--- config.mk ---
export PLATFORM = sky130hd
export DESIGN_NAME = idx_ea_unit
export DESIGN_NICKNAME = d
export VERILOG_FILES = /design/src/rtl/idx_ea_pkg.sv /design/src/rtl/idx_ea_decode.sv /design/src/rtl/idx_ea_add.sv /design/src/rtl/idx_ea_unit.sv
export SDC_FILE = /design/constraint.sdc
export NUM_CORES = 1
export LEC_CHECK = 0
export ABC_AREA = 1
export ABC_CLOCK_PERIOD_IN_PS = 3600
export BUFFER_PORTS_ARGS = -buffer_cell sky130_fd_sc_hd__buf_2
export CAP_MARGIN = 20
export CORE_MARGIN = 3
export CORE_UTILIZATION = 44
export DETAILED_ROUTE_END_ITERATION = 10
export PLACE_DENSITY = 0.67
export SYNTH_ARGS = -nofsm -noshare
export SYNTH_HDL_FRONTEND = slang
export SYNTH_HIERARCHICAL = 1
export SYNTH_SLANG_ARGS = --single-unit
--- constraint.sdc ---
create_clock -name clk -period 3.6 [get_ports clk]
set_clock_uncertainty 0.1 [all_clocks]
set_input_delay 0.36 -clock clk [delete_from_list [all_inputs] [get_ports clk]]
set_output_delay 0.36 -clock clk [all_outputs]
set_load 0.02 [all_outputs]
--- src/rtl/idx_ea_pkg.sv ---
package idx_ea_pkg;
    localparam int DW  = 8;
    localparam int AW  = 2 * DW;
    localparam int RSW = 2;

    typedef enum logic [2:0] {
        AM_OFF5, AM_AUTO, AM_OFF9, AM_OFF16, AM_IND16, AM_ACC, AM_INDD
    } amode_e;

    typedef enum logic [1:0] {
        ST_IDLE, ST_EXT_HI, ST_EXT_LO, ST_READ
    } state_e;

    typedef struct packed {
        amode_e           mode;
        logic [RSW-1:0]   base_sel;
        logic [AW-1:0]    imm;
        logic             pre;
    } pb_dec_t;

    typedef struct packed {
        state_e           state;
        logic             ind;
        logic [AW-1:0]    base;
        logic [DW-1:0]    hi;
        logic [AW-1:0]    rd_addr;
        logic [AW-1:0]    ea;
        logic             done;
        logic             wb_valid;
        logic [RSW-1:0]   wb_sel;
        logic [AW-1:0]    wb_value;
    } ea_regs_t;
endpackage

--- src/rtl/idx_ea_decode.sv ---
module idx_ea_decode
    import idx_ea_pkg::*;
(
    input  logic [DW-1:0] pb,
    input  logic [DW-1:0] acc_a,
    input  logic [DW-1:0] acc_b,
    output pb_dec_t       dec
);
    amode_e         mode_w;
    logic [RSW-1:0] sel_w;
    logic [AW-1:0]  imm_w;
    logic           pre_w;

    always_comb begin
        mode_w = AM_OFF5;
        sel_w  = pb[7:6];
        imm_w  = '0;
        pre_w  = 1'b0;
        if (pb[7:5] == 3'b111) begin
            sel_w = pb[4:3];
            if (pb[2]) begin
                case (pb[1:0])
                    2'b00:   begin mode_w = AM_ACC;  imm_w = {{DW{1'b0}}, acc_a}; end
                    2'b01:   begin mode_w = AM_ACC;  imm_w = {{DW{1'b0}}, acc_b}; end
                    2'b10:   begin mode_w = AM_ACC;  imm_w = {acc_a, acc_b}; end
                    default: begin mode_w = AM_INDD; imm_w = {acc_a, acc_b}; end
                endcase
            end else if (pb[1]) begin
                mode_w = pb[0] ? AM_IND16 : AM_OFF16;
            end else begin
                mode_w = AM_OFF9;
                imm_w  = {{DW{pb[0]}}, {DW{1'b0}}};
            end
        end else if (!pb[5]) begin
            mode_w = AM_OFF5;
            imm_w  = {{(AW-5){pb[4]}}, pb[4:0]};
        end else begin
            mode_w = AM_AUTO;
            pre_w  = !pb[4];
            imm_w  = pb[3] ? {{(AW-4){1'b1}}, pb[3:0]}
                           : AW'(pb[3:0]) + AW'(1);
        end
    end

    assign dec = '{mode: mode_w, base_sel: sel_w, imm: imm_w, pre: pre_w};
endmodule

--- src/rtl/idx_ea_add.sv ---
module idx_ea_add #(
    parameter int W = 16
) (
    input  logic [W-1:0] a,
    input  logic [W-1:0] b,
    output logic [W-1:0] sum
);
    assign sum = a + b;
endmodule

--- src/rtl/idx_ea_unit.sv ---
module idx_ea_unit
    import idx_ea_pkg::*;
(
    input  logic           clk,
    input  logic           rst_n,
    input  logic           pb_valid,
    input  logic [DW-1:0]  pb_data,
    output logic           pb_ready,
    input  logic           ext_valid,
    input  logic [DW-1:0]  ext_data,
    output logic           ext_ready,
    input  logic [AW-1:0]  reg_x,
    input  logic [AW-1:0]  reg_y,
    input  logic [AW-1:0]  reg_sp,
    input  logic [AW-1:0]  reg_pc,
    input  logic [DW-1:0]  acc_a,
    input  logic [DW-1:0]  acc_b,
    output logic           rd_req,
    output logic [AW-1:0]  rd_addr,
    input  logic           rd_resp_valid,
    input  logic [AW-1:0]  rd_resp_data,
    output logic [AW-1:0]  ea,
    output logic           done,
    output logic           wb_valid,
    output logic [RSW-1:0] wb_sel,
    output logic [AW-1:0]  wb_value
);
    ea_regs_t      q, d;
    pb_dec_t       dec;
    logic [AW-1:0] base_mux;
    logic [AW-1:0] sum_now;
    logic [AW-1:0] sum_ext;

    idx_ea_decode u_dec (
        .pb    (pb_data),
        .acc_a (acc_a),
        .acc_b (acc_b),
        .dec   (dec)
    );

    always_comb begin
        case (dec.base_sel)
            2'b00:   base_mux = reg_x;
            2'b01:   base_mux = reg_y;
            2'b10:   base_mux = reg_sp;
            default: base_mux = reg_pc;
        endcase
    end

    idx_ea_add #(.W(AW)) u_add_now (
        .a   (base_mux),
        .b   (dec.imm),
        .sum (sum_now)
    );

    idx_ea_add #(.W(AW)) u_add_ext (
        .a   (q.base),
        .b   ({q.hi, ext_data}),
        .sum (sum_ext)
    );

    always_comb begin
        d          = q;
        d.done     = 1'b0;
        d.wb_valid = 1'b0;
        case (q.state)
            ST_IDLE: begin
                if (pb_valid) begin
                    d.base = base_mux;
                    d.hi   = dec.imm[AW-1:DW];
                    d.ind  = (dec.mode == AM_IND16);
                    case (dec.mode)
                        AM_OFF5, AM_ACC: begin
                            d.ea   = sum_now;
                            d.done = 1'b1;
                        end
                        AM_AUTO: begin
                            d.ea       = dec.pre ? sum_now : base_mux;
                            d.wb_valid = 1'b1;
                            d.wb_sel   = dec.base_sel;
                            d.wb_value = sum_now;
                            d.done     = 1'b1;
                        end
                        AM_OFF9:           d.state = ST_EXT_LO;
                        AM_OFF16, AM_IND16: d.state = ST_EXT_HI;
                        default: begin
                            d.rd_addr = sum_now;
                            d.state   = ST_READ;
                        end
                    endcase
                end
            end
            ST_EXT_HI: begin
                if (ext_valid) begin
                    d.hi    = ext_data;
                    d.state = ST_EXT_LO;
                end
            end
            ST_EXT_LO: begin
                if (ext_valid) begin
                    if (q.ind) begin
                        d.rd_addr = sum_ext;
                        d.state   = ST_READ;
                    end else begin
                        d.ea    = sum_ext;
                        d.done  = 1'b1;
                        d.state = ST_IDLE;
                    end
                end
            end
            default: begin
                if (rd_resp_valid) begin
                    d.ea    = rd_resp_data;
                    d.done  = 1'b1;
                    d.state = ST_IDLE;
                end
            end
        endcase
    end

    always_ff @(posedge clk) begin
        if (!rst_n) begin
            q       <= '0;
            q.state <= ST_IDLE;
        end else begin
            q <= d;
        end
    end

    assign pb_ready  = (q.state == ST_IDLE);
    assign ext_ready = (q.state == ST_EXT_HI) || (q.state == ST_EXT_LO);
    assign rd_req    = (q.state == ST_READ);
    assign rd_addr   = q.rd_addr;
    assign ea        = q.ea;
    assign done      = q.done;
    assign wb_valid  = q.wb_valid;
    assign wb_sel    = q.wb_sel;
    assign wb_value  = q.wb_value;

    assert_wb_not_pc_R3: assert property (@(posedge clk) disable iff (!rst_n)
        wb_valid |-> (done && wb_sel != 2'b11));

    assert_rd_hold_R7: assert property (@(posedge clk) disable iff (!rst_n)
        (rd_req && !rd_resp_valid) |=> (rd_req && $stable(rd_addr)));

    assert_done_cause_R8: assert property (@(posedge clk) disable iff (!rst_n)
        done |-> $past((pb_valid && pb_ready) || (ext_valid && ext_ready)
                       || (rd_req && rd_resp_valid)));

    assert_busy_entry_R9: assert property (@(posedge clk) disable iff (!rst_n)
        $fell(pb_ready) |-> $past(pb_valid));

    assert_ext_entry_R9: assert property (@(posedge clk) disable iff (!rst_n)
        $rose(ext_ready) |-> $past(pb_valid && pb_ready));
endmodule

==> impl_metrics.json <==
{
  "drv_slew": 0,
  "critPathLaunch": "pb_data[7]",
  "grt_pass1_vias": 7718,
  "rr_startpoint": "q[78]$_SDFFE_PN0P_",
  "maxSlewHeadroom": 0.447,
  "core_um2": 16900,
  "min_period_ps": 3180,
  "diodes": 0,
  "async_flop_share": 0,
  "status": "complete, no violations",
  "cts_sinks": 79,
  "synth_top_area_frac": 0.205,
  "max_cap_viol_count": 0,
  "vias_per_cell": 5.10,
  "r2r_cells": 7,
  "critPathLaunchType": "input port",
  "synth_cells": 1261,
  "yosysMostFrequentCell": "nand2_1",
  "wl_mm": 24.8,
  "hp-class": "in2reg",
  "start_util": 0.458,
  "cp_max_fo": 35,
  "holdWs_ps": 204,
  "drt_iter0_markers": 614,
  "globalplace.congestion": 1.03,
  "syn_nets": 1420,
  "overflow": 0,
  "synth_area_leader_cell": "dfxtp_1",
  "dp_hpwl_mm": 20.0,
  "critical_path_arrival_ps": 3370,
  "dp_slack_ps": 120,
  "min-delay-start": "rd_resp_data[14]",
  "setup_violations": 0,
  "max_freq_ghz": 0.314,
  "ant_nets": 0,
  "critPathKind": "in2reg",
  "rsz0062_at_grt": "false",
  "post_cts_buffers": 0,
  "cts_root_buf": "clkbuf_16",
  "h-tree-depth": 3,
  "power_w": 0.00420,
  "fin_setup_tns_ps": 0,
  "grt_use_total": 0.253,
  "via_count": 8192,
  "p_leak_nw": 4.84,
  "worstMarginPinSlew_ps": 829,
  "irDropWorstVdd_mv": 0.436,
  "synth_common_cells": "408 x nand2_1, 142 x inv_1, 109 x nand3_1, 86 x a21oi_1, 79 x dfxtp_1",
  "die_x_um": 139,
  "placement.io_buffers": 171,
  "boundaryPins": 172,
  "cts-resized-gates": 0,
  "rows": 47,
  "post_drt_wl_per_cell_um": 15.4,
  "area_growth_pct": 13.6,
  "chipHeight_um": 139,
  "synth-seq-cells": 79,
  "final_nets": 1541,
  "synth.area.top_cells": "dfxtp_1 20%, nand2_1 20%, nand3_1 7.1%",
  "first_pass_iters": 5,
  "r2r_slack_ps": 1080,
  "hold_buffers": 0,
  "die-area_um2": 19200,
  "grt_max_degree": 50,
  "grt_pass1_wl_mm": 39.8,
  "clk_latency_ps": 340,
  "clockBufferDepth": 2,
  "finalCritPeriodShare": 0.885,
  "netlist_area_um2": 7730,
  "cts_buffers": 9,
  "antenna_found_initial": 0,
  "endpoint": "ea[14]$_SDFFE_PN0P_",
  "drcViolationCount": 0,
  "worst_r2r_endpoint": "q[55]$_SDFFE_PN0P_",
  "finalWorstSetupSlack_ps": 416,
  "utilization": 0.520,
  "synth_flop_cell": "dfxtp_1",
  "clk_pin_slew_worst_paths_ps": 60,
  "endpoint_kind": "flip-flop",
  "synth_edf_count": 0,
  "yosysSeqAreaShare": 0.205,
  "ys_types": 43,
  "cts_tree": "built",
  "ys_warn_count": 6,
  "syn_avg_cell_area_um2": 6.13,
  "required_ps": 3780,
  "hold_violations": 0,
  "drive_gt1_frac": 0.238,
  "powerDensity_nw_per_um2": 479
}
[report_power, final]
part	total [W]	leakage (nW)	internal, W	switching [W]
clock network	0.000857	0.136	0.000486	0.000372
logic	0.00222	4.05	0.000768	0.00145
registers	0.00113	0.650	0.00104	0.0000920
[worst min path at each step]
stage                     cells past startpoint                   endpoint
after global routing                          3         ea[9]$_SDFFE_PN0P_
final                                         3        ea[14]$_SDFFE_PN0P_
after floorplan                               2     wb_sel[0]$_SDFFE_PN0P_
after CTS                                     3         ea[9]$_SDFFE_PN0P_
after global placement                        2  wb_value[15]$_SDFFE_PN0P_
after detailed placement                      2   rd_addr[12]$_SDFFE_PN0P_
[layer usage]
layer | wire, µm | GRT usage | part of all wire | vias to the layer above
li1 | - | - | - | 4211
met4 | 563 | 0.0640 | 0.023 | 0
met3 | 1530 | 0.0439 | 0.062 | 38
met1 | 11300 | 0.346 | 0.45 | 3702
met5 | 0 | 0 | 0 | -
met2 | 11400 | 0.415 | 0.46 | 241
[cells in the final DEF (no fill, tap or decap), types with 10 or more instances in the layout]
cell and count:
nand2_1 408, nand2_2 41, xor2_1 12, a21oi_2 14, dfxtp_1 79, inv_2 11
a21oi_1 86, nor2_1 33, inv_1 142, nand3_2 10, o21ai_1 17, ha_1 40
or2_1 19, o21ai_0 65, buf_2 171, nand3_1 109, buf_4 41, a31oi_1 24
[worst max-delay path, stage by stage]
cell      delay [ps]
buf_2            120
inv_1             80
o21ai_0           80
inv_1             90
buf_12           200
nand2_4          120
or2_1            240
nand2_2           80
inv_1             40
ha_1             210
fa_1             410
nand2_1           90
nand2_1           70
nand3b_1         100
nand2_2           70
nand2_1           80
nand3_1           70
nand2_1          100
inv_1             60
a21oi_1          140
nand2_1           80
nand2_1           60
nand2_1           60
nand2_1          110
nand2_1           90
a21oi_2          130
[final cells by class]
cell class              count  area (µm²)
flip-flops and latches     79        1580
clock buffers              11         243
well taps                 220         275
clock inverters             4        31.3
inverters                 158         608
multi-input cells         920        4840
fillers                  1776        8100
repair buffers            214        1200
[state kept, by name (all words and copies together), names as in the netlist]
| signal | count |
|---|---|
| ea | 16 |
| wb_valid | 1 |
| done | 1 |
| wb_sel | 2 |
| wb_value | 16 |
| q | 27 |
| rd_addr | 16 |
[through the flow]
step           std cells  cell area, µm²
2_1_floorplan       1261            7730
3_3_place_gp        1591            8510
3_5_place_dp        1591            8510
4_1_cts             1606            8780
5_1_grt             1606            8780
6_report            1606            8780
[cell families after synthesis]
| group | share of synthesized area |
|---|---|
| flops | 0.205 |
| simple gates | 0.380 |
| fa+ha+maj | 0.0699 |
| compound gates | 0.157 |
| buf+inv | 0.170 |
| xor+xnor | 0.0181 |
No activity file was read; power rests on OpenSTA's default activity.
